**config.mk**
```make
export PLATFORM = sky130hd
export DESIGN_NAME = flow_branch_seq
export DESIGN_NICKNAME = d
export VERILOG_FILES = /design/src/rtl/flow_pkg.sv /design/src/rtl/flow_cond_eval.sv /design/src/rtl/flow_stack_seq.sv /design/src/rtl/flow_branch_seq.sv
export SDC_FILE = /design/constraint.sdc
export NUM_CORES = 1
export LEC_CHECK = 0
export CAP_MARGIN = 30
export CORE_UTILIZATION = 40
export CTS_BUF_LIST = sky130_fd_sc_hd__clkbuf_8
export CTS_CLUSTER_SIZE = 12
export DETAILED_ROUTE_END_ITERATION = 10
export GPL_TIMING_DRIVEN = 1
export PLACE_DENSITY = 0.74
export SETUP_SLACK_MARGIN = 0.2
export SYNTH_ARGS = -nofsm -noshare
export SYNTH_HDL_FRONTEND = slang
export SYNTH_SLANG_ARGS = --single-unit
export TNS_END_PERCENT = 20
```
**constraint.sdc**
```tcl
create_clock -name clk -period 3.31 [get_ports clk]
set_input_delay 0.662 -clock clk [delete_from_list [all_inputs] [get_ports clk]]
set_output_delay 0.662 -clock clk [all_outputs]
set_load 0.01 [all_outputs]
```
**src/rtl/flow_pkg.sv**
```systemverilog
package flow_pkg;
  localparam int CC_W = 3;

  typedef enum logic [2:0] {
    OP_JMP  = 3'd0,
    OP_CALL = 3'd1,
    OP_RET  = 3'd2,
    OP_RST  = 3'd3,
    OP_JHL  = 3'd4
  } flow_op_e;

  typedef enum logic [2:0] {
    ST_IDLE    = 3'd0,
    ST_PUSH_HI = 3'd1,
    ST_PUSH_LO = 3'd2,
    ST_POP_LO  = 3'd3,
    ST_POP_HI  = 3'd4
  } seq_state_e;

  // Reference formulation of the condition table, by case on the code.
  function automatic logic cc_reference(input logic [CC_W-1:0] cc,
                                        input logic s, input logic z,
                                        input logic p, input logic c);
    case (cc)
      3'd0: return !z;
      3'd1: return z;
      3'd2: return !c;
      3'd3: return c;
      3'd4: return !p;
      3'd5: return p;
      3'd6: return !s;
      default: return s;
    endcase
  endfunction
endpackage

```
**src/rtl/flow_cond_eval.sv**
```systemverilog
module flow_cond_eval
  import flow_pkg::*;
(
  input  logic            cond_en,
  input  logic [CC_W-1:0] cc,
  input  logic            f_sign,
  input  logic            f_zero,
  input  logic            f_parity,
  input  logic            f_carry,
  output logic            met
);
  localparam int NCODES = 1 << CC_W;

  // Flag selected by the upper code bits: zero, carry, parity, sign.
  logic [3:0]        flag_vec;
  logic [NCODES-1:0] code_hit;

  assign flag_vec = {f_sign, f_parity, f_carry, f_zero};

  for (genvar i = 0; i < NCODES; i++) begin : g_code
    localparam logic [CC_W-1:0] CODE = CC_W'(i);
    assign code_hit[i] = (cc == CODE) && (flag_vec[CODE[CC_W-1:1]] == CODE[0]);
  end

  assign met = !cond_en || (|code_hit);

  always_comb begin
    a_r1_single_code: assert ($onehot0(code_hit));
    a_r1_table_match: assert (!cond_en -> met)
      else $error("unconditional command reported as not met");
    a_r1_ref_match: assert (!cond_en || (met == cc_reference(cc, f_sign, f_zero, f_parity, f_carry)));
  end
endmodule

```
**src/rtl/flow_stack_seq.sv**
```systemverilog
module flow_stack_seq
  import flow_pkg::*;
#(
  parameter int DATA_W    = 8,
  parameter int VEC_W     = 3,
  parameter int VEC_SHIFT = 3,
  parameter logic [2*DATA_W-1:0] SP_RESET = '0
) (
  input  logic                clk,
  input  logic                rst_n,
  input  logic                start,
  input  logic [2:0]          op,
  input  logic                met,
  input  logic [2*DATA_W-1:0] next_pc,
  input  logic [2*DATA_W-1:0] target,
  input  logic [2*DATA_W-1:0] hl,
  input  logic [VEC_W-1:0]    vec,
  input  logic [DATA_W-1:0]   mem_rdata,
  output logic [2*DATA_W-1:0] mem_addr,
  output logic [DATA_W-1:0]   mem_wdata,
  output logic                mem_we,
  output logic                mem_re,
  output logic [2*DATA_W-1:0] sp,
  output logic                busy,
  output logic                pc_load,
  output logic [2*DATA_W-1:0] pc_val,
  output logic                done,
  output logic                taken
);
  localparam int ADDR_W = 2 * DATA_W;

  function automatic logic [ADDR_W-1:0] sp_step(input logic [ADDR_W-1:0] base,
                                                input logic down,
                                                input logic [1:0] amount);
    return down ? base - ADDR_W'(amount) : base + ADDR_W'(amount);
  endfunction

  function automatic logic [ADDR_W-1:0] vec_addr(input logic [VEC_W-1:0] v);
    return ADDR_W'(v) << VEC_SHIFT;
  endfunction

  seq_state_e        state_q, state_d;
  flow_op_e          op_e;
  logic [ADDR_W-1:0] sp_q, sp_d;
  logic [ADDR_W-1:0] ret_q, ret_d;
  logic [ADDR_W-1:0] dest_q, dest_d;
  logic [DATA_W-1:0] lo_q, lo_d;
  logic              done_q, done_d;
  logic              taken_q, taken_d;

  // Named events for the assertions.
  logic push_hi_ev, push_end_ev, pop_lo_ev, pop_end_ev, quick_ev;

  assign op_e        = flow_op_e'(op);
  assign push_hi_ev  = (state_q == ST_PUSH_HI);
  assign push_end_ev = (state_q == ST_PUSH_LO);
  assign pop_lo_ev   = (state_q == ST_POP_LO);
  assign pop_end_ev  = (state_q == ST_POP_HI);
  assign quick_ev    = (state_q == ST_IDLE) && start && (state_d == ST_IDLE);

  always_comb begin
    state_d = state_q;
    sp_d    = sp_q;
    ret_d   = ret_q;
    dest_d  = dest_q;
    lo_d    = lo_q;
    done_d  = 1'b0;
    taken_d = taken_q;
    pc_load = 1'b0;
    pc_val  = next_pc;
    unique case (state_q)
      ST_IDLE: begin
        if (start) begin
          case (op_e)
            OP_JMP: begin
              pc_load = 1'b1;
              pc_val  = met ? target : next_pc;
              done_d  = 1'b1;
              taken_d = met;
            end
            OP_JHL: begin
              pc_load = 1'b1;
              pc_val  = hl;
              done_d  = 1'b1;
              taken_d = 1'b1;
            end
            OP_CALL, OP_RST: begin
              if (met || op_e == OP_RST) begin
                state_d = ST_PUSH_HI;
                ret_d   = next_pc;
                dest_d  = (op_e == OP_RST) ? vec_addr(vec) : target;
              end else begin
                pc_load = 1'b1;
                done_d  = 1'b1;
                taken_d = 1'b0;
              end
            end
            OP_RET: begin
              if (met) begin
                state_d = ST_POP_LO;
              end else begin
                pc_load = 1'b1;
                done_d  = 1'b1;
                taken_d = 1'b0;
              end
            end
            default: begin
              pc_load = 1'b1;
              done_d  = 1'b1;
              taken_d = 1'b0;
            end
          endcase
        end
      end
      ST_PUSH_HI: state_d = ST_PUSH_LO;
      ST_PUSH_LO: begin
        state_d = ST_IDLE;
        sp_d    = sp_step(sp_q, 1'b1, 2'd2);
        pc_load = 1'b1;
        pc_val  = dest_q;
        done_d  = 1'b1;
        taken_d = 1'b1;
      end
      ST_POP_LO: begin
        state_d = ST_POP_HI;
        lo_d    = mem_rdata;
      end
      ST_POP_HI: begin
        state_d = ST_IDLE;
        sp_d    = sp_step(sp_q, 1'b0, 2'd2);
        pc_load = 1'b1;
        pc_val  = {mem_rdata, lo_q};
        done_d  = 1'b1;
        taken_d = 1'b1;
      end
      default: state_d = ST_IDLE;
    endcase
  end

  always_comb begin
    mem_we    = 1'b0;
    mem_re    = 1'b0;
    mem_addr  = sp_q;
    mem_wdata = '0;
    unique case (state_q)
      ST_PUSH_HI: begin
        mem_we    = 1'b1;
        mem_addr  = sp_step(sp_q, 1'b1, 2'd1);
        mem_wdata = ret_q[ADDR_W-1:DATA_W];
      end
      ST_PUSH_LO: begin
        mem_we    = 1'b1;
        mem_addr  = sp_step(sp_q, 1'b1, 2'd2);
        mem_wdata = ret_q[DATA_W-1:0];
      end
      ST_POP_LO: begin
        mem_re   = 1'b1;
        mem_addr = sp_q;
      end
      ST_POP_HI: begin
        mem_re   = 1'b1;
        mem_addr = sp_step(sp_q, 1'b0, 2'd1);
      end
      default: ;
    endcase
  end

  always_ff @(posedge clk) begin
    if (!rst_n) begin
      state_q <= ST_IDLE;
      sp_q    <= SP_RESET;
      ret_q   <= '0;
      dest_q  <= '0;
      lo_q    <= '0;
      done_q  <= 1'b0;
      taken_q <= 1'b0;
    end else begin
      state_q <= state_d;
      sp_q    <= sp_d;
      ret_q   <= ret_d;
      dest_q  <= dest_d;
      lo_q    <= lo_d;
      done_q  <= done_d;
      taken_q <= taken_d;
    end
  end

  assign sp    = sp_q;
  assign busy  = (state_q != ST_IDLE);
  assign done  = done_q;
  assign taken = taken_q;

  a_r3_push_order: assert property (@(posedge clk) disable iff (!rst_n)
    push_hi_ev |=> mem_we && (mem_addr == $past(mem_addr) - ADDR_W'(1)));
  a_r3_sp_down: assert property (@(posedge clk) disable iff (!rst_n)
    push_end_ev |=> (sp == $past(sp) - ADDR_W'(2)) && done);
  a_r4_pop_order: assert property (@(posedge clk) disable iff (!rst_n)
    pop_lo_ev |=> mem_re && (mem_addr == $past(mem_addr) + ADDR_W'(1)));
  a_r4_sp_up: assert property (@(posedge clk) disable iff (!rst_n)
    pop_end_ev |=> (sp == $past(sp) + ADDR_W'(2)) && done);
  a_r5_quick_finish: assert property (@(posedge clk) disable iff (!rst_n)
    quick_ev |=> done && !busy && $stable(sp));
  a_r8_sp_moves_with_done: assert property (@(posedge clk) disable iff (!rst_n)
    !$stable(sp) |-> done);
  a_r8_strobes_only_busy: assert property (@(posedge clk) disable iff (!rst_n)
    (mem_we || mem_re) |-> busy && !(mem_we && mem_re));
endmodule

```
**src/rtl/flow_branch_seq.sv**
```systemverilog
module flow_branch_seq
  import flow_pkg::*;
#(
  parameter int DATA_W    = 8,
  parameter int VEC_W     = 3,
  parameter int VEC_SHIFT = 3,
  parameter logic [2*DATA_W-1:0] SP_RESET = '0,
  parameter logic [2*DATA_W-1:0] PC_RESET = '0
) (
  input  logic                clk,
  input  logic                rst_n,
  input  logic                cmd_valid,
  input  logic [2:0]          cmd_op,
  input  logic                cmd_cond_en,
  input  logic [CC_W-1:0]     cmd_cc,
  input  logic [VEC_W-1:0]    cmd_vec,
  input  logic [DATA_W-1:0]   cmd_lo,
  input  logic [DATA_W-1:0]   cmd_hi,
  input  logic [2*DATA_W-1:0] cmd_hl,
  input  logic [2*DATA_W-1:0] cmd_next_pc,
  input  logic                flag_sign,
  input  logic                flag_zero,
  input  logic                flag_parity,
  input  logic                flag_carry,
  output logic [2*DATA_W-1:0] mem_addr,
  output logic [DATA_W-1:0]   mem_wdata,
  output logic                mem_we,
  output logic                mem_re,
  input  logic [DATA_W-1:0]   mem_rdata,
  output logic [2*DATA_W-1:0] pc,
  output logic [2*DATA_W-1:0] sp,
  output logic                busy,
  output logic                done,
  output logic                taken
);
  localparam int ADDR_W = 2 * DATA_W;

  logic              start;
  logic              cond_met;
  logic              pc_load;
  logic [ADDR_W-1:0] pc_val;
  logic [ADDR_W-1:0] pc_q;

  assign start = cmd_valid && !busy;

  flow_cond_eval u_cond (
    .cond_en  (cmd_cond_en),
    .cc       (cmd_cc),
    .f_sign   (flag_sign),
    .f_zero   (flag_zero),
    .f_parity (flag_parity),
    .f_carry  (flag_carry),
    .met      (cond_met)
  );

  flow_stack_seq #(
    .DATA_W    (DATA_W),
    .VEC_W     (VEC_W),
    .VEC_SHIFT (VEC_SHIFT),
    .SP_RESET  (SP_RESET)
  ) u_seq (
    .clk       (clk),
    .rst_n     (rst_n),
    .start     (start),
    .op        (cmd_op),
    .met       (cond_met),
    .next_pc   (cmd_next_pc),
    .target    ({cmd_hi, cmd_lo}),
    .hl        (cmd_hl),
    .vec       (cmd_vec),
    .mem_rdata (mem_rdata),
    .mem_addr  (mem_addr),
    .mem_wdata (mem_wdata),
    .mem_we    (mem_we),
    .mem_re    (mem_re),
    .sp        (sp),
    .busy      (busy),
    .pc_load   (pc_load),
    .pc_val    (pc_val),
    .done      (done),
    .taken     (taken)
  );

  always_ff @(posedge clk) begin
    if (!rst_n)       pc_q <= PC_RESET;
    else if (pc_load) pc_q <= pc_val;
  end

  assign pc = pc_q;

  a_r2_pc_moves_with_done: assert property (@(posedge clk) disable iff (!rst_n)
    !$stable(pc) |-> done);
  a_r8_single_done: assert property (@(posedge clk) disable iff (!rst_n)
    done |-> !busy && !$past(done));
  a_r7_hl_load: assert property (@(posedge clk) disable iff (!rst_n)
    (start && cmd_op == 3'd4) |=> done && (pc == $past(cmd_hl)));
endmodule

```
[Word-level counts from Yosys, hierarchy flattened]
Index checks and enable logic that the tools add are counted.
Word-level totals
  register bits after elaboration: 77
  logic and storage cells: 89
Cells by class
  add/subtract/negate cells: 4
  eq/ne operators: 21
  muxes and demuxes: 25
  bitwise logic cells: 4
  reductions and logical operators: 27
Operator list (count)
  $pmux 16 s3: 2
  $pmux 16 s2: 2
  $mux 16: 3
  $eq 3x2->1 const B: 6
  $eq 3x3->1 const B: 6
  $add 16x1->16 const B: 1
  $add 16x2->16 const B: 1
  $pmux 8 s2: 1
  $sub 16x1->16 const B: 1
  $sub 16x2->16 const B: 1
  $ne 3x3->1 const B: 4
  $reduce_and 4->1: 3
  $eq 3x1->1 const B: 3
  $logic_and 1x1->1: 9
  $logic_not 3->1: 3
  $mux 3: 3
  $pmux 3 s3: 1
  $mux 1: 8
  $reduce_or 2->1: 4
  $reduce_or 8->1: 1
  $pmux 1 s2: 3
  $pmux 3 s2: 1
  $not 1->1: 4
  $pmux 1 s4: 1
  other kinds (6): 9

[Longest topological paths before layout]
Gate-level depths: netlist of the first run.
  depth after elaboration: 9
  gate-level depth with buffers: 8

[By module]
From an unflattened synthesis of the first run, not the netlist that was laid out.
Second synthesis, totals
  cell total of the unflattened synthesis: 580
  area, all modules: 4564.4 µm²
By module, submodules not included
  flow_stack_seq: times used 1, cells each 525, area an instance 3907.5 µm²
  flow_branch_seq: times used 1, cells each 52, area an instance 621.8 µm²
  flow_cond_eval: times used 1, cells each 3, area an instance 35.0 µm²

[Least setup slack after synthesis of the first run]
No wires, ideal clock.
  kind: reg2out
  start point: register u_seq.sp_q[8], in the netlist u_seq.sp[8]
  end point: output mem_addr[15]
  arrival: 2.277 ns
  required time: 2.648 ns
  setup slack: 0.371 ns
  cell stages (with the launch flop): 8
  cells stage by stage: dfxtp_1 -> buf_4 -> or4_1 -> buf_2 -> or4_4 -> or3_1 -> nor2_1 -> xor2_1
On the way
  word-level cells in the longest chain between the ends: 2
  elaborated cells between the ends (all ways): 4
  classes of those cells: add/sub (3); mux (1)
RTL lines
  from (decl): RTL line flow_stack_seq.sv:44  | logic [ADDR_W-1:0] sp_q, sp_d;
  from (signal assigned): RTL line flow_stack_seq.sv:179  | sp_q <= sp_d;
  $add 16x1->16, or another cell as far along
  $pmux 16 s3 (*): RTL line flow_stack_seq.sv:145  | unique case (state_q)
  to (decl): RTL line flow_branch_seq.sv:25  | output logic [2*DATA_W-1:0] mem_addr,
Mark *: on every way between the ends. The rest lies on a longest branch, timed or not.

[Worst setup path in the final report of the first run]
  start point: register u_seq.sp_q[7], in the netlist u_seq.sp[7]
  end point: output mem_addr[15]
Same word-level chain as after synthesis.

==> run metrics, run 1 <==
Synth Flop Type dfxtp_1; Clock Power Share 29.5%; EDFF count, synth 0; router iterations before antenna repair 6; largest family of logic cells by synthesized area simple AND/OR/NAND/NOR gates; Synth Area in Adders 0.741%; dominant cell type by area after synthesis dfxtp_1; Setup-failing EPs final 0; fmax 318 MHz; initial DRC count 480; Final Critical Period 3140 ps; P&R area growth vs syn 36.4%; Routability Congestion 0.894; Top delay family on crit path simple AND/OR/NAND/NOR gates; met2 wire length 7.23 mm; max incr delay on CP 540 ps; Antenna Cells 0; Vias/cell 5.91; RR Startpoint u_seq.state_q[0]; CP Launch Point u_seq.sp[7]; H-tree levels 3; Bufs on Longest Clock Path 2; placed cell area 6230 um^2; Die X 111 um; I/O pin count 134; Chip Height 111 um; net switching power figure 0.720 mW; WP depth 6; Mean Syn Cell Area 7.74 um^2; r2r endpoint pc[0]; largest net degree at the start of global routing 77; Post-DRT Antenna Nets 0; #FFs+latches synth 76; kind of critical path flop to output pin; worst hold path cell count 2; flop2flop setup slack 880 ps; Worst EP required 2650 ps; Clock Pin Slew Worst Setup and Hold Paths 80 ps; die area 12300 um^2; Num CTS Buffers 9; synth cell count leaders nand2_1, dfxtp_1, clkbuf_1; initial antenna violation count 0; crit path to mem_addr[15]; Simple-Gate Fraction of Synth Area 23.4%; via count 5169; grt ovf 0; sequential area share after synthesis 32.2%; slowest CP cell or4_1; Clk Latency, worst-skew pair 360 ps; Power Internal 1.62 mW; WL met3 1.51 mm; CP cell instances or4_1, or4_4, or3_4, nor2_1, xor2_1, buf_2; RSZ-0062 raised after global routing yes; layout cells sized above 1 9.44%; worst slack at placement 172 ps; Buf/Inv on CP 1; Slew Limit Fails 0; PnR worst setup slack 167 ps; switching part of the total 30.7%; worst-margin pin slew 885 ps; first-pass GRT wire length 25.2 mm; post-DR wirelength/cell 18.3 um; top cells by area, synth dfxtp_1, mux2i_1, nand2_1; XOR/XNOR Fraction of Synth Area 4.63%; HP Class flop to flop; synthesized cell area 4730 um^2; most numerous cell in the Yosys netlist nand2_1; multiplexer share of the synthesized area 10.1%; hold_buf cts 0; final hold vios 0; Yosys top cell area share 32.2%; # port buffers 132; Routed WL 16.0 mm; CTS tree yes; detailed-placement wirelength estimate 11.6 mm; CP Max Fanout 4; Cell Pwr Density 363 nW/um^2; Compound-Gate Fraction of Synth Area 23.0%; Critical Path Start Type flop; core footprint 11500 um^2; Syn Nets 686; status completed; max_cap viols 0; Crit. End Element output pin; sequential fraction of design power 42.5%; Yosys cell types 54; Post-synth ARST share 0%; Root Driver clkbuf_8; M1 WL 6.78 mm; Lkg Pwr 2.71 nW; max layer used met4; final worst-path cycle share 95.0%; Peak VDD IR 0.202 mV; hold slack 462 ps; Sink Count 76; Setup Skew 10.9 ps; combinational power share 28.0%; number of global-route vias before repair 4927; Design Area, Final 6450 um^2; Register-to-Register Path Depth 7; # DRC 0; Ys Warns 0; Net count, final 801; standard-cell rows 39; global-route usage over all layers 25.6%; Initial Utilization 41.2%; Synth Instances 611; setup TNS 0 ps; Slew HR 41.0%; arrival time worst endpoint 2480 ps
## registers in the layout, indices dropped and copies added, names as in the netlist
signal and count:
u_seq.lo_q 8, u_seq.state_q 3, u_seq.dest_q 16, u_seq.ret_q 16, u_seq.done 1, u_seq.taken 1
pc 16, u_seq.sp 15
## stage by stage
stage	power (mW)	instances	utilization, %
floorplan	1.35	611	-
global placement	1.65	858	54.3
detailed placement	1.66	858	54.3
CTS	2.35	874	56.2
global route	2.45	874	56.2
finish	2.34	874	56.2
## cell usage in the layout, fill, tap and decap left out, types with 3 or more instances in the layout
master           count
a21boi_0            13
a31oi_1             12
nor2_1              37
mux2_2               5
and2_1               5
mux2i_1             42
nor2b_1              4
o311a_1              4
a22oi_1             26
and3_1              18
xnor2_1             13
nand2_1             78
dlygate4sd2_1        6
clkdlybuf4s50_1    123
clkbuf_8            12
xor2_1              12
a311oi_1            15
buf_4               33
o21ai_0             33
nor3_1              11
a21o_1               4
or3_1                5
nand3_1             42
inv_1                8
a211oi_1             6
nor3_2               4
o221ai_1             5
o31ai_1              4
a21oi_1             30
nand4_1              3
dfxtp_1             76
## how the worst min path moves through the flow
| stage | slack, ps | endpoint | start |
|---|---|---|---|
| after floorplan | 440 | u_seq.lo_q[3] | u_seq.lo_q[3] |
| after global placement | 440 | u_seq.dest_q[0] | u_seq.dest_q[0] |
| after detailed placement | 450 | u_seq.lo_q[5] | u_seq.lo_q[5] |
| after CTS | 460 | u_seq.lo_q[5] | u_seq.lo_q[5] |
| after global routing | 490 | u_seq.dest_q[13] | u_seq.dest_q[13] |
| final | 460 | u_seq.lo_q[5] | u_seq.lo_q[5] |
## per-layer routing
metal	track usage (%)	vias to the layer above
met5	0	-
met4	10.2	0
met3	6.23	33
met2	38.4	280
met1	35.3	2420
li1	-	2436
## cells by family after synthesis
logic type / after synthesis
DFF: 76
and+or+nand+nor: 229
muxes: 47
buffers and inverters: 68
other: 1
AOI/OAI and AO/OA: 162
adders and majority gates: 3
xor gates and xnor gates: 25
## cell type report
type,count,area [um^2]
Fill cell,1077,5020
Multi-Input combinational cell,467,2980
Timing Repair Buffer,165,1550
Sequential cell,76,1520
Tap cell,143,179
Clock buffer,12,165
Inverter,7,26.3
Clock inverter,4,23.8
## timing repair
action / 4_1_cts / 5_1_grt
resized for setup: 16 / 3
buffers inserted: 0 / 0
setup endpoints to repair: 9 / 8
pin swaps: 0 / 1
## worst reg2reg max path, cell delays in order, from the launching register on
cell and delay, ps:
dfxtp_1 430, buf_4 290, nor4b_2 290, buf_4 240
and2_1 390, nand3_1 210, a211oi_1 310, o311a_1 200
## power groups by stage
stage	combinational, mW	sequential [mW]	clock [mW]
final	0.656	0.996	0.690
after detailed placement	0.644	1.02	0
after CTS	0.648	0.995	0.702
after global routing	0.706	1.00	0.739
after floorplan	0.329	1.02	0
after global placement	0.636	1.02	0
(Power assumes the default switching activity.)
==> run 2: changes to the inputs <==
CORE_ASPECT_RATIO = 0.9   (was default)
REMOVE_ABC_BUFFERS = 1   (was default)
SKIP_LAST_GASP = 1   (was default)
==> run 2 against run 1 <==
  * Clock skew increased by 5.0 ps
  * Combinational power increased by 3%
  * Maximum frequency decreased by 1.6%
  * Cell count increased by 1.8%
==> run metrics, run 2 (synthesis results as in run 1) <==
status completed (unchanged); most frequent cells in the layout clkdlybuf4s50_1, nand2_1, dfxtp_1, nand3_1, mux2i_1 (was clkdlybuf4s50_1, nand2_1, dfxtp_1, mux2i_1, nand3_1); Chip Height 105 um (was 111 um); final worst-path cycle share 96.5% (was 95.0%); Die X 117 um (was 111 um); Design Area, Final 6510 um^2 (was 6450 um^2); arrival time worst endpoint 2530 ps (was 2480 ps); Clock Pin Slew Worst Setup and Hold Paths 80 ps (about the same); Vias/cell 5.97 (was 5.91); crit path to mem_addr[10] (was mem_addr[15]); Critical Path Start Type flop (unchanged); Top delay family on crit path simple AND/OR/NAND/NOR gates (unchanged); standard-cell rows 37 (was 39); # DRC 0 (unchanged); initial DRC count 549 (was 480); layout cells sized above 1 10.1% (was 9.44%); Num CTS Buffers 9 (unchanged); CTS tree yes (unchanged); post-DR wirelength/cell 17.9 um (was 18.3 um); CP cell instances or3_1, or4_4, nor3_1, xor2_1, clkdlybuf4s50_1 (was or4_1, or4_4, or3_4, nor2_1, xor2_1, buf_2); global-route usage over all layers 26.0% (was 25.6%); via count 5317 (was 5169); sequential cell area 1520 um^2 (unchanged); detailed-placement wirelength estimate 11.0 mm (was 11.6 mm); final core utilization 56.7% (was 56.2%); Slew HR 47.9% (was 41.0%); Multi-input gate area 2980 um^2 (about the same); CP Launch Point u_seq.sp[1] (was u_seq.sp[7]); max incr delay on CP 550 ps (was 540 ps); global route hottest layer met2 (unchanged); Post-DRT Antenna Nets 0 (unchanged); hold slack 462 ps (about the same); Root Driver clkbuf_8 (unchanged); Initial Utilization 41.2% (about the same); Hold Startpoint u_seq.lo_q[7] (was u_seq.lo_q[5]); Setup-failing EPs final 0 (unchanged); net switching power figure 0.747 mW (was 0.720 mW); Global Route met1 Usage 33.2% (was 35.3%); Design Power 2.41 mW (was 2.34 mW); core footprint 11500 um^2 (about the same); grt ovf 0 (unchanged); Setup Skew 15.9 ps (was 10.9 ps); kind of critical path flop to output pin (unchanged); largest net degree at the start of global routing 77 (unchanged); CP Max Fanout 6 (was 4); leading cell type in the layout, fill and taps excluded clkdlybuf4s50_1 (unchanged); RSZ-0062 raised after global routing yes (unchanged); Peak VDD IR 0.187 mV (was 0.202 mV); router iterations before antenna repair 5 (was 6); worst-margin pin slew 782 ps (was 885 ps); Net count, final 804 (was 801); H-tree levels 3 (unchanged); Crit. End Element output pin (unchanged); Clock Power Share 30.8% (was 29.5%); r2r endpoint u_seq.sp[14] (was pc[0]); die area 12300 um^2 (about the same); initial antenna violation count 0 (unchanged); WP depth 5 (was 6); GRT met3 Usage 4.29% (was 6.23%); RR Startpoint u_seq.sp[1] (was u_seq.state_q[0]); # port buffers 132 (unchanged); Lkg Pwr 2.71 nW (about the same); GRT met2 Usage 42.7% (was 38.4%); switching part of the total 31.1% (was 30.7%); first-pass GRT wire length 25.1 mm (was 25.2 mm); post-CTS setup buffers 0 (unchanged); Routability Congestion 0.960 (was 0.894); fmax 313 MHz (was 318 MHz); combinational power share 27.9% (was 28.0%); Antenna Cells 0 (unchanged); Bufs on Longest Clock Path 2 (unchanged); Sink Count 76 (unchanged); Worst EP required 2650 ps (about the same); sequential fraction of design power 41.2% (was 42.5%); I/O pin count 134 (unchanged); Register-to-Register Path Depth 6 (was 7); filler cell count 1067 (was 1077); Clk Latency, worst-skew pair 360 ps (about the same); HP Class flop to flop (unchanged); number of global-route vias before repair 5067 (was 4927); Slew Limit Fails 0 (unchanged); Routed WL 16.0 mm (about the same); Buf/Inv on CP 1 (unchanged); P&R area growth vs syn 37.7% (was 36.4%); final hold vios 0 (unchanged); slowest CP cell clkdlybuf4s50_1 (was or4_1); worst hold path cell count 2 (unchanged); Final Critical Period 3190 ps (was 3140 ps); Power Internal 1.66 mW (was 1.62 mW); Cell Pwr Density 370 nW/um^2 (was 363 nW/um^2); placed cell area 6270 um^2 (was 6230 um^2); flop2flop setup slack 1000 ps (was 880 ps); max_cap viols 0 (unchanged)
## run 2: tightest hold or removal path, stage by stage (launching register included)
cell     delay (ps)
dfxtp_1         320
nand2_1          50
a21oi_1          50
## run 2: layout make-up
| type | count | area share, % |
|---|---|---|
| clock buffers | 9 | 1.90 |
| clock inverters | 7 | 1.23 |
| inverters | 7 | 0.404 |
| multi-input cells | 467 | 45.8 |
| flip-flops and latches | 76 | 23.4 |
| well taps | 156 | 3.00 |
| repair buffers | 168 | 24.3 |
## run 2: metal layers
| layer | vias up | part of all wire [%] |
|---|---|---|
| li1 | 2452 | - |
| met1 | 2508 | 41 |
| met2 | 307 | 47 |
| met3 | 50 | 8.4 |
| met4 | 0 | 3.1 |
| met5 | - | 0 |
## run 2: stage by stage
step,TNS [ps],std cells,setup slack [ps]
after global placement,0,874,158
final,0,890,116
after global routing,-3.91,890,-3.91
after floorplan,-16870,550,-527
after CTS,0,890,93.1
after detailed placement,0,874,133
## run 2: what timing repair did
| action | 4_1_cts | 5_1_grt |
|---|---|---|
| gates resized for setup | 10 | 3 |
| endpoints found under the setup margin | 9 | 11 |
| pin swaps | 1 | 0 |
| hold buffers | 0 | 0 |
## run 2: power groups by stage
stage / registers (mW) / logic (mW) / clock network (mW)
detailed placement: 1.01 / 0.657 / 0
global placement: 1.01 / 0.644 / 0
CTS: 0.991 / 0.664 / 0.747
floorplan: 1.03 / 0.289 / 0
global route: 0.998 / 0.720 / 0.790
finish: 0.993 / 0.673 / 0.742
## run 2: worst min path at each step
stage / endpoint / slack [ps]
2_1_floorplan: u_seq.lo_q[3] / 440
4_1_cts: u_seq.lo_q[7] / 460
3_3_place_gp: u_seq.ret_q[4] / 440
6_report: u_seq.lo_q[7] / 460
3_5_place_dp: u_seq.lo_q[7] / 450
5_1_grt: u_seq.ret_q[1] / 480
==> run 3: changes to the inputs <==
clock period = 3.55 ns   (was 3.31 ns; I/O delays follow)
==> run 3 against run 2 <==
  * Utilization decreased by 0.26 points
  * Setup slack improved by 35 ps
  * Design area decreased by 0.46%
  * Worst hold slack improved by 3.9 ps
  * Largest power group unchanged
  * Clock power increased by 5.8%
  * Critical path depth unchanged
  * Non-clock buffer count decreased by 8
  * Flip-flop and latch count unchanged
==> run metrics, run 3 (synthesis results as in run 1) <==
H-tree levels 3 (unchanged); Post-DRT Antenna Nets 0 (unchanged); I/O pin count 134 (unchanged); Critical Path Start Type flop (unchanged); Slew Limit Fails 0 (unchanged); Clk Latency, worst-skew pair 370 ps (was 360 ps); Antenna Cells 0 (unchanged); Design Power 2.33 mW (was 2.41 mW); Top delay family on crit path simple AND/OR/NAND/NOR gates (unchanged); Num CTS Buffers 9 (unchanged); core footprint 11500 um^2 (unchanged); r2r endpoint pc[7] (was u_seq.sp[14]); max incr delay on CP 550 ps (about the same); non-filler cells, final 883 (was 890); CTS tree yes (unchanged); leading cell type in the layout, fill and taps excluded clkdlybuf4s50_1 (unchanged); Lkg Pwr 2.70 nW (was 2.71 nW); # port buffers 132 (unchanged); Hold EP u_seq.dest_q[2] (was u_seq.lo_q[7]); Power Internal 1.61 mW (was 1.66 mW); kind of critical path flop to output pin (unchanged); arrival time worst endpoint 2690 ps (was 2530 ps); Hold Startpoint u_seq.dest_q[2] (was u_seq.lo_q[7]); Clock Power Share 33.7% (was 30.8%); switching part of the total 30.8% (was 31.1%); detailed-placement wirelength estimate 11.0 mm (about the same); slowest CP cell or4_4 (was clkdlybuf4s50_1); Root Driver clkbuf_8 (unchanged); worst-margin pin slew 777 ps (was 782 ps); Sink Count 76 (unchanged); max_cap viols 0 (unchanged); flop2flop setup slack 1280 ps (was 1000 ps); Peak VDD IR 0.235 mV (was 0.187 mV); setup TNS 0 ps (unchanged); global-route usage over all layers 26.4% (was 26.0%); Chip Height 105 um (unchanged); final worst-path cycle share 95.7%; layout cells sized above 1 8.94% (was 10.1%); Bufs on Longest Clock Path 2 (unchanged); RSZ-0062 raised after global routing yes (unchanged); fmax 294 MHz; Net count, final 797 (was 804); Cell Pwr Density 360 nW/um^2 (was 370 nW/um^2); Buf/Inv on CP 1 (unchanged); CP Max Fanout 7 (was 6); Die X 117 um (unchanged); CP cell instances or3_4, or4_4, nor4_2, xor2_1, clkdlybuf4s50_1 (was or3_1, or4_4, nor3_1, xor2_1, clkdlybuf4s50_1); via count 5301 (was 5317); largest net degree at the start of global routing 77 (unchanged); grt ovf 0 (unchanged); RR Startpoint u_seq.state_q[0] (was u_seq.sp[1]); standard-cell rows 37 (unchanged); final hold vios 0 (unchanged); Worst EP required 2840 ps (was 2650 ps); P&R area growth vs syn 37.0% (was 37.7%); first-pass GRT wire length 25.4 mm (was 25.1 mm); Register-to-Register Path Depth 6 (unchanged); worst hold path cell count 2 (unchanged); Initial Utilization 41.2% (unchanged); initial DRC count 494 (was 549); router iterations before antenna repair 7 (was 5); Setup Skew 16.0 ps (was 15.9 ps); hold slack 466 ps (was 462 ps); net switching power figure 0.718 mW (was 0.747 mW); Slew HR 48.2% (was 47.9%); most frequent cells in the layout clkdlybuf4s50_1, nand2_1, dfxtp_1, nand3_1, mux2i_1 (unchanged); Routability Congestion 0.958 (was 0.960); status completed (unchanged); Final Critical Period 3400 ps; # DRC 0 (unchanged); Routed WL 16.3 mm (was 16.0 mm); Setup-failing EPs final 0 (unchanged); placed cells 866 (was 874); Vias/cell 6.00 (was 5.97); initial antenna violation count 0 (unchanged); HP Class flop to flop (unchanged); number of global-route vias before repair 5084 (was 5067); Crit. End Element output pin (unchanged); Clock Pin Slew Worst Setup and Hold Paths 90 ps (was 80 ps); combinational power share 26.4% (was 27.9%); post-DR wirelength/cell 18.5 um (was 17.9 um); sequential fraction of design power 39.9% (was 41.2%); die area 12300 um^2 (unchanged)
[run 3: cell types whose count changed in the layout (fill, tap and decap cells not counted), sizes merged]
| cell | before | now |
|---|---|---|
| bufinv | 1 | 2 |
| clkinvlp | 1 | 0 |
| or4 | 3 | 4 |
| dlymetal6s2s | 1 | 2 |
| buf | 38 | 29 |
[run 3: per-stage QoR]
step                      worst slack, ps  instance area, um^2  util, %
final                                 151                 6480     56.4
after global placement                355                 6210     54.1
after floorplan                      -335                 4480        -
after detailed placement              330                 6210     54.1
after CTS                           -46.4                 6440     56.1
after global routing                 65.1                 6480     56.4
[run 3: tightest hold or removal path: stages, from the launching register on]
cell and delay [ps]:
dfxtp_1 320, nand2_1 50, mux2i_1 50
[run 3: area by class of cell]
class | instances | area [um^2]
tap | 156 | 195
sequential | 76 | 1520
fill | 1089 | 5000
multi-input combinational | 468 | 2970
inverter | 7 | 26.3
clock inverter | 7 | 104
clock buffer | 9 | 124
timing repair buffer | 160 | 1530
[run 3: what timing repair did]
action | 4_1_cts | 5_1_grt
setup buffers | 0 | 0
gates cloned | 0 | 1
pin swaps | 0 | 1
hold buffers | 0 | 0
endpoints found under the setup margin | 5 | 10
hold endpoints to repair | 0 | 0
resized for setup | 1 | 8
[run 3: power groups by stage]
stage               Sequential, mW  Clock (mW)  Combinational, mW
finish                       0.931       0.785              0.615
detailed placement           0.948           0              0.600
floorplan                    0.961           0              0.270
global placement             0.946           0              0.587
CTS                          0.929       0.784              0.601
global route                 0.936       0.822              0.660
[run 3: worst max path at each step]
| stage | cells after the start | to | start | slack, ps |
|---|---|---|---|---|
| finish | 5 | mem_addr[12] | u_seq.sp[1] | 150 |
| global route | 5 | mem_addr[12] | u_seq.sp[1] | 70 |
| CTS | 5 | mem_addr[12] | u_seq.sp[1] | -50 |
| detailed placement | 6 | mem_addr[15] | u_seq.sp[7] | 330 |
| global placement | 6 | mem_addr[15] | u_seq.sp[7] | 350 |
| floorplan | 5 | u_seq.dest_q[0] | cmd_cc[2] | -340 |
[run 3: layer usage]
layer  wire length [um]  track usage [%]  share of wire (%)  vias up
met5                  0                0                  0        -
met4                398             11.2                2.4        0
met3               1370             4.23                8.4       48
met2               7870             43.8                 48      313
met1               6700             33.5                 41     2500
li1                   -                -                  -     2440
